$ cat config.mk
export PLATFORM = sky130hd
export DESIGN_NAME = mixmode_counter
export DESIGN_NICKNAME = d
export VERILOG_FILES = /design/src/rtl/mixmode_pkg.sv /design/src/rtl/twist_step.sv /design/src/rtl/prng_step.sv /design/src/rtl/mixmode_counter.sv
export SDC_FILE = /design/constraint.sdc
export NUM_CORES = 1
export LEC_CHECK = 0
export BUFFER_PORTS_ARGS = -buffer_cell sky130_fd_sc_hd__buf_2
export CORE_AREA = 2 2 39 41
export DETAILED_ROUTE_END_ITERATION = 12
export DIE_AREA = 0 0 41 43
export GPL_ROUTABILITY_DRIVEN = 0
export PLACE_DENSITY = 0.35
export SLEW_MARGIN = 20
export SYNTH_ARGS = -nofsm -noshare
export SYNTH_HDL_FRONTEND = slang
export SYNTH_HIERARCHICAL = 1
export SYNTH_SLANG_ARGS = --single-unit
$ cat constraint.sdc
create_clock -name clk -period 0.9 [get_ports clk]
set_input_delay 0.18 -clock clk [delete_from_list [all_inputs] [get_ports clk]]
set_output_delay 0.18 -clock clk [all_outputs]
set_load 0.05 [all_outputs]
$ cat src/rtl/mixmode_pkg.sv
package mixmode_pkg;
  typedef enum logic {
    MODE_TWIST = 1'b0,
    MODE_PRNG  = 1'b1
  } step_mode_e;
endpackage

$ cat src/rtl/twist_step.sv
module twist_step #(
  parameter int WIDTH = 4
) (
  input  logic [WIDTH-1:0] cur,
  output logic [WIDTH-1:0] nxt
);
  localparam int HEAD = WIDTH - 1;

  always_comb begin
    nxt             = cur >> 1;
    nxt[HEAD]       = ~cur[0];
  end
endmodule

$ cat src/rtl/prng_step.sv
module prng_step #(
  parameter int WIDTH = 4
) (
  input  logic [WIDTH-1:0] cur,
  output logic [WIDTH-1:0] nxt
);
  localparam int              HEAD   = WIDTH - 1;
  localparam logic [WIDTH-1:0] ESCAPE = {{(WIDTH-1){1'b0}}, 1'b1};

  logic stuck;

  always_comb begin
    stuck = (cur == '0);
    if (stuck) begin
      nxt = ESCAPE;
    end else begin
      nxt       = cur >> 1;
      nxt[HEAD] = cur[HEAD] ^ cur[0];
    end
  end
endmodule

$ cat src/rtl/mixmode_counter.sv
module mixmode_counter #(
  parameter int WIDTH = 4
) (
  input  logic             clk,
  input  logic             rst,
  input  logic             clr,
  input  logic             mode,
  output logic [WIDTH-1:0] q
);
  import mixmode_pkg::*;

  localparam logic [WIDTH-1:0] TWIST_START = '0;
  localparam logic [WIDTH-1:0] PRNG_START  = {{(WIDTH-1){1'b0}}, 1'b1};

  step_mode_e       sel;
  logic [WIDTH-1:0] state_q;
  logic [WIDTH-1:0] twist_nxt;
  logic [WIDTH-1:0] prng_nxt;
  logic [WIDTH-1:0] state_d;

  assign sel = step_mode_e'(mode);

  twist_step #(.WIDTH(WIDTH)) u_twist (
    .cur (state_q),
    .nxt (twist_nxt)
  );

  prng_step #(.WIDTH(WIDTH)) u_prng (
    .cur (state_q),
    .nxt (prng_nxt)
  );

  always_comb begin
    unique case (sel)
      MODE_PRNG:  state_d = clr ? PRNG_START  : prng_nxt;
      default:    state_d = clr ? TWIST_START : twist_nxt;
    endcase
  end

  always_ff @(posedge clk) begin
    if (rst) begin
      state_q <= '0;
    end else begin
      state_q <= state_d;
    end
  end

  assign q = state_q;
endmodule

**After elaboration in Yosys (flattened, before gate mapping)**

Cells that the tools add are included.

- Muxes and demuxes: 4
- Bitwise logic cells: 2
- Reduce and logical (&&, ||, !) cells: 1

Operators by type and width:

| kind | count |
|---|---|
| two-way mux 4 bit | 4 |
| zero test 4 bit | 1 |
| inverter 1 bit | 1 |
| bitwise XOR 1 bit | 1 |

- Register bits after elaboration: 4
- Logic and storage cells: 8

**Longest topological paths before layout**

Gate-level depths: netlist of run 1.

- Depth in word-level cells: 4
- Gate-level depth with buffers: 4
- Gate-level depth less buffers: 4

**Modules after synthesis**

Netlist of run 1, hierarchy kept.

By module, submodules not included:

| module | times used | cells each | area an instance (µm²) |
|---|---|---|---|
| mixmode_counter | 1 | 13 | 143.9 |
| prng_step | 1 | 5 | 27.5 |
| twist_step | 1 | 4 | 26.3 |

**Least setup slack after synthesis of run 1**

Ideal clock, no wire load.

- Path kind: register to register
- Start point: reg state_q[1] (netlist: q[1])
- End point: reg state_q[0] (netlist: q[0])
- Arrival: 1,252 ps
- Required time: 830 ps
- Slack: -422 ps
- Stages on the path, launching flop included: 4
- Buffers on the path: 1
- Path through: dfxtp_1 -> buf_4 -> or3b_1 -> a21oi_1

- Word-level cells in the longest chain between the ends: 4

RTL lines:

| what | RTL line | source |
|---|---|---|
| from (decl) | mixmode_counter.sv:16 | `logic [WIDTH-1:0] state_q;` |
| from (signal assigned) | mixmode_counter.sv:44 | `state_q <= state_d;` |
| zero test 4 bit | prng_step.sv:13 | `stuck = (cur == '0);` |
| two-way mux 4 bit | prng_step.sv:14 | `if (stuck) begin` |
| two-way mux 4 bit | mixmode_counter.sv:35 | `MODE_PRNG: state_d = clr ? PRNG_START : prng_nxt;` |
| two-way mux 4 bit (*) | mixmode_counter.sv:34 | `unique case (sel)` |

Every way passes the cells marked *; elsewhere a longest branch is shown, timed or not.
A chain may end at the register's enable or synchronous reset.

**Final worst setup path of run 1**

- Start point: reg state_q[0] (netlist: q[0])
- End point: out q[0]

RTL lines:

| what | RTL line | source |
|---|---|---|
| to (decl) | mixmode_counter.sv:8 | `output logic [WIDTH-1:0] q` |

No word-level cell between the ends.

==> results.yml, run 1 <==
run_status:
  status: "finished, violations left"
  violations: "negative setup slack"
timing:
  slew_headroom_pct: 90.72
  slew_violations: 0
  setup_viol: 4
  min_period_ns: 1.011
  hold_viol: 0
  max_slew.worst_pin.slew_ns: 0.1354
  finClkSkew_ns: 0.003649
  fmax_mhz: 989.3
  setup_ws_ns: -0.1109
  rsz0062_at_grt: "true"
  min_period_over_period_pct: 112.3
critical_path:
  cp-end-kind: "output pin"
  start_kind: "flip-flop"
  arrival_ns: 0.83
  crit_fanout: 3
  crit_type: "flip-flop to output pin"
  required_ns: 0.72
synthesis:
  synth_top_area_cell: "dfxtp_1"
  synth_edf_count: 0
  ys.warnings.count: 6
  yosys.cell_types.count: 11
  synth_top_area_share_pct: 40.51
  synth_common_cells: "dfxtp_1 (4), nor3_1 (4), buf_4 (3), mux2i_1 (3), clkbuf_1 (2)"
  syn_area_um2: 197.7
  ys_top_cells_by_area: "dfxtp_1 (41%), mux2i_1 (15%), buf_4 (11%)"
  ys_seq_area_share_pct: 40.51
  synth_nets: 26
  ys_dominant_reg_cell: "dfxtp_1"
  synth_area_per_cell_um2: 8.986
  ys_seq_elements: 4
  syn_inst: 22
  synthArstFlopShare_pct: 0
place:
  dp_cells: 44
  io_buffers: 7
  place_area_um2: 267.8
cells_and_area:
  drive_gt1_share_pct: 61.76
  syn2layout_area_growth_pct: 80.38
  diodes: 0
  nFillCells: 156
  largest_reg_flops: 4
  fin_nets: 40
  fin_area_um2: 356.6
  fin_cells: 50
power_and_ir_drop:
  power_density_mw_per_mm2: 1475
  leakagePower_nw: 0.1628
  vdd_ir_drop_max_v: 0.0006504
global_route:
  grt_overflow_total: 0
  grt_max_degree: 5
  antenna_found_initial: 0
  grt_pass1_vias: 169
  grt_first_pass_wirelength_um: 703
  grt_use_total_pct: 7.229
routing:
  drt_iter0_drc: 7
  wl_per_cell_um: 8.900
  dr.pass1.iters: 3
  drc: 0
  vias: 181
  viasPerCell: 3.620
  drt-total-wl_um: 445
  ant_nets: 0
cts:
  cts_tree: "done"
  root_buffer: "clkbuf_4"
  clk_latency_ns: 0.24
  cts_buffers: 3
  cts_hold_buf: 0
  cts_max_path_buffers: 2
  htree_levels: 1
  clk_pin_slew_ns: 0.04
  cts.sinks: 4
die:
  initial_utilization_pct: 14.29
  design.core.area_mm2: 0.001384
  die_w_um: 41
  num_rows: 14
  die_y_um: 43
  die-area_mm2: 0.001763
  io_pins: 8
worst_hold_path:
  hp-class: "primary input to flip-flop"
flow_run:
  drv_cap: 0
==> path summary, 6_finish.rpt <==
check | endpoint | startpoint | slack [ns] | cells past startpoint
hold / removal | q[0] | rst | 0.15 | 2
hold reg to reg | q[0] | q[1] | 0.57 | 2
setup reg to reg | q[3] | q[0] | -0.01 | 4
setup / recovery | q[0] | q[0] | -0.11 | 2
==> cells by family (layout without fill, tap and decap cells) <==
| logic type | Yosys count | in the layout | share of synthesized area, % |
|---|---|---|---|
| simple gates | 6 | 6 | 17.72 |
| flops | 4 | 4 | 40.51 |
| xor+xnor | 1 | 1 | 4.431 |
| mux | 3 | 3 | 15.19 |
| compound gates | 2 | 2 | 5.058 |
| buf+inv | 6 | 18 | 17.09 |
==> repair_timing <==
action,in CTS,in global routing
buffers inserted,1,2
gates resized for setup,14,0
setup endpoints to repair,5,5
==> layer usage <==
| metal | GRT usage, % | part of all wire (%) | up-vias |
|---|---|---|---|
| met3 | 9.424 | 14 | 0 |
| met5 | 0 | 0 | - |
| met4 | 4.000 | 0 | 0 |
| met1 | 8.360 | 42 | 76 |
| li1 | - | - | 96 |
| met2 | 6.875 | 44 | 9 |
==> stage by stage <==
stage | power, W | worst slack (ns) | TNS [ns] | hold WS [ns] | util, %
2_1_floorplan | 0.0002434 | -0.1375 | -0.1375 | 0.2394 | -
3_3_place_gp | 0.0002721 | -0.007556 | -0.007556 | 0.3880 | 19.35
3_5_place_dp | 0.0002727 | -0.01855 | -0.01855 | 0.3966 | 19.35
4_1_cts | 0.0005288 | -0.1210 | -0.1794 | 0.1432 | 24.68
5_1_grt | 0.0005703 | -0.1438 | -0.4519 | 0.1454 | 25.77
6_report | 0.0005261 | -0.1109 | -0.1534 | 0.1482 | 25.77
==> area by class of cell <==
cell class	instances	area, um^2	share of cell area [%]
repair buffers	14	131.4	36.84
well taps	16	20.02	5.614
inverters	1	3.754	1.053
multi-input cells	12	83.83	23.51
flip-flops and latches	4	95.09	26.67
clock buffers	3	22.52	6.316
==> worst max-delay path, stage by stage (launching register included) <==
cell and delay (ns):
dfxtp_4 0.34, buf_6 0.11, buf_8 0.14
==> placed cells by master (no fill, tap or decap), drive strengths merged <==
cell type,netlist,routed
o21ai,1,1
or2,1,1
nor3,4,4
or3b,1,1
inv,1,1
a21oi,1,1
buf,3,14
xor2,1,1
dfxtp,4,4
mux2i,3,3
clkbuf,2,3
==> report_power, final <==
group | switching, W | internal, W
clock | 0.0000762 | 0.000149
sequential | 0.00000866 | 0.000179
combinational | 0.0000532 | 0.0000599
Note: power is estimated with default switching activity, not from simulation.
==> inputs of run 2 (changes only) <==
Settings changed: ABC_AREA from default to 1, PLACE_DENSITY 0.35 to 0.36.
==> results.yml, run 2 <==
cells_and_area:
  diodes: 0
  final_common_cell: "nor2_1"
  fin_nets: 48
  layout_common_cells: "nor2_1 (8), inv_1 (6), nand2_1 (4), buf_8 (4), dfxtp_4 (4)"
  drive_gt1_share_pct: 42.86
  largest_reg_flops: 4
  syn2layout_area_growth_pct: 61.05
die:
  die_w_um: 41
  die-area_mm2: 0.001763
  design.core.area_mm2: 0.001384
  die_y_um: 43
  io_pins: 8
  num_rows: 14
  initial_utilization_pct: 15.55
cts:
  cts.sinks: 4
  cts_tree: "done"
  root_buffer: "clkbuf_4"
  cts_max_path_buffers: 2
  cts_buffers: 3
  clk_pin_slew_ns: 0.04
  clk_latency_ns: 0.23
  cts_hold_buf: 0
  htree_levels: 1
routing:
  viasPerCell: 3.397
  vias: 197
  dr.pass1.iters: 2
  wl_per_cell_um: 6.793
  drt-total-wl_um: 394
  ant_nets: 0
  drc: 0
  drt_iter0_drc: 3
critical_path:
  cp-end-kind: "output pin"
  cp-endpoint: "q[0]"
  cp_num_cells: 1
  rr_worst_depth: 7
  crit_type: "flip-flop to output pin"
  r2r_slack_ns: 0.03
  r2r-end: "q[0]"
  max_stage_delay_ns: 0.36
  required_ns: 0.72
  arrival_ns: 0.74
  cp_top_family: "flip-flops"
  start_kind: "flip-flop"
  path_buf_inv: 1
  r2r_start: "q[1]"
  critPathSlowestCell: "dfxtp_4"
  crit_fanout: 4
  path_cells: "buf_8"
  crit_path_start: "q[0]"
synthesis:
  synth_top_area_cell: "dfxtp_1"
  synthArstFlopShare_pct: 0
  synthXorXnorAreaFrac_pct: 4.070
  synth.area.mux_share_pct: 0
  yosys.cell_types.count: 10
  syn_area_um2: 215.2
  ys_dominant_reg_cell: "dfxtp_1"
  ys_top_cells_by_area: "dfxtp_1 (37%), nor2_1 (16%), buf_4 (10%)"
  ys_seq_area_share_pct: 37.21
  synth_nets: 38
  synth_top_area_share_pct: 37.21
  synth_area_per_cell_um2: 6.330
  syn_inst: 34
  synth_fa_ha_area_share_pct: 0
  ys.warnings.count: 6
  yosys.area_share.simple_pct: 31.98
  synth_top_family_by_area: "simple AND/OR/NAND/NOR gates"
  synth_edf_count: 0
  synth.most_common_cell: "nor2_1"
  synth_compound_area_share_pct: 2.326
  synth_common_cells: "nor2_1 (9), inv_1 (6), dfxtp_1 (4), nand2_1 (4)"
  ys_seq_elements: 4
timing:
  rsz0062_at_grt: "true"
  setup_ws_ns: -0.02099
  finClkSkew_ns: 0.001406
  setup_viol: 3
  max_slew.worst_pin.slew_ns: 0.1356
  timing.hold.ws_ns: 0.1931
  slew_headroom_pct: 90.89
  slew_violations: 0
  fmax_mhz: 1086
  hold_viol: 0
  min_period_ns: 0.9210
  setup_tns_ns: -0.03990
  min_period_over_period_pct: 102.3
place:
  pre_cts_ws_ns: 0.04861
  io_buffers: 7
  hpwl_um: 305.6
run_status:
  status: "finished, violations left"
  violations: "negative setup slack"
global_route:
  grt_use_total_pct: 6.024
  grt_pass1_vias: 169
  grt_first_pass_wirelength_um: 627
  antenna_found_initial: 0
  grt_max_degree: 7
  grt_overflow_total: 0
worst_hold_path:
  whs_path_depth: 4
  hp-class: "primary input to flip-flop"
power_and_ir_drop:
  vdd_ir_drop_max_v: 0.0003561
  power_density_mw_per_mm2: 1525
  leakagePower_nw: 0.1760
flow_run:
  drv_cap: 0
run 2: cell count changes after synthesis, sizes merged:
cell and delta:
inv +5, mux2i -3, nand2 +4, nand3 +1
nor2 +9, nor3 -1, o21ai -1, or2 -1
or3b -1
run 2: repair_timing:
item,in CTS,in global routing
resized for setup,12,2
pin swaps,0,0
setup buffers,2,1
endpoints found under the setup margin,4,6
run 2: area by class of cell:
type | instances | area (um^2)
fill | 154 | 1037
timing repair buffer | 10 | 101.3
sequential | 4 | 95.09
multi-input combinational | 19 | 85.08
clock buffer | 3 | 22.52
inverter | 6 | 22.52
tap | 16 | 20.02
run 2: stage by stage:
stage          cell area (um^2)  power [W]  util [%]  cells
4_1_cts                   332.8  0.0005387     24.05     57
6_report                  346.6  0.0005286     25.05     58
3_5_place_dp              255.2  0.0002842     18.44     52
5_1_grt                   346.6  0.0005686     25.05     58
2_1_floorplan             230.2  0.0002706         -     34
3_3_place_gp              255.2  0.0002856     18.44     52
run 2: how the worst min path moves through the flow:
stage	slack, ns	end	startpoint
6_report	0.19	q[0]	rst
2_1_floorplan	0.31	q[0]	mode
5_1_grt	0.22	q[0]	rst
4_1_cts	0.19	q[0]	rst
3_3_place_gp	0.43	q[0]	rst
3_5_place_dp	0.43	q[0]	rst
run 2: where the power goes:
part | internal, W | switching, W | total [W]
combinational | 0.0000551 | 0.0000654 | 0.000120
clock | 0.000149 | 0.0000648 | 0.000213
sequential | 0.000182 | 0.0000124 | 0.000195
total | 0.000386 | 0.000143 | 0.000529
run 2: layer usage:
layer  vias up  share of wire (%)  track usage [%]
met5         -                  0                0
met4         0                  0            10.00
met3         0                4.3            1.571
met2         5                 48            6.875
met1        76                 47            6.431
li1        116                  -                -
run 2: kinds of logic (layout without fill, tap and decap cells):
group / Yosys count / in the layout
flip-flops: 4 / 4
buffers and inverters: 11 / 19
AND/OR/NAND/NOR: 17 / 17
AO/OA/AOI/OAI: 1 / 1
XOR/XNOR: 1 / 1
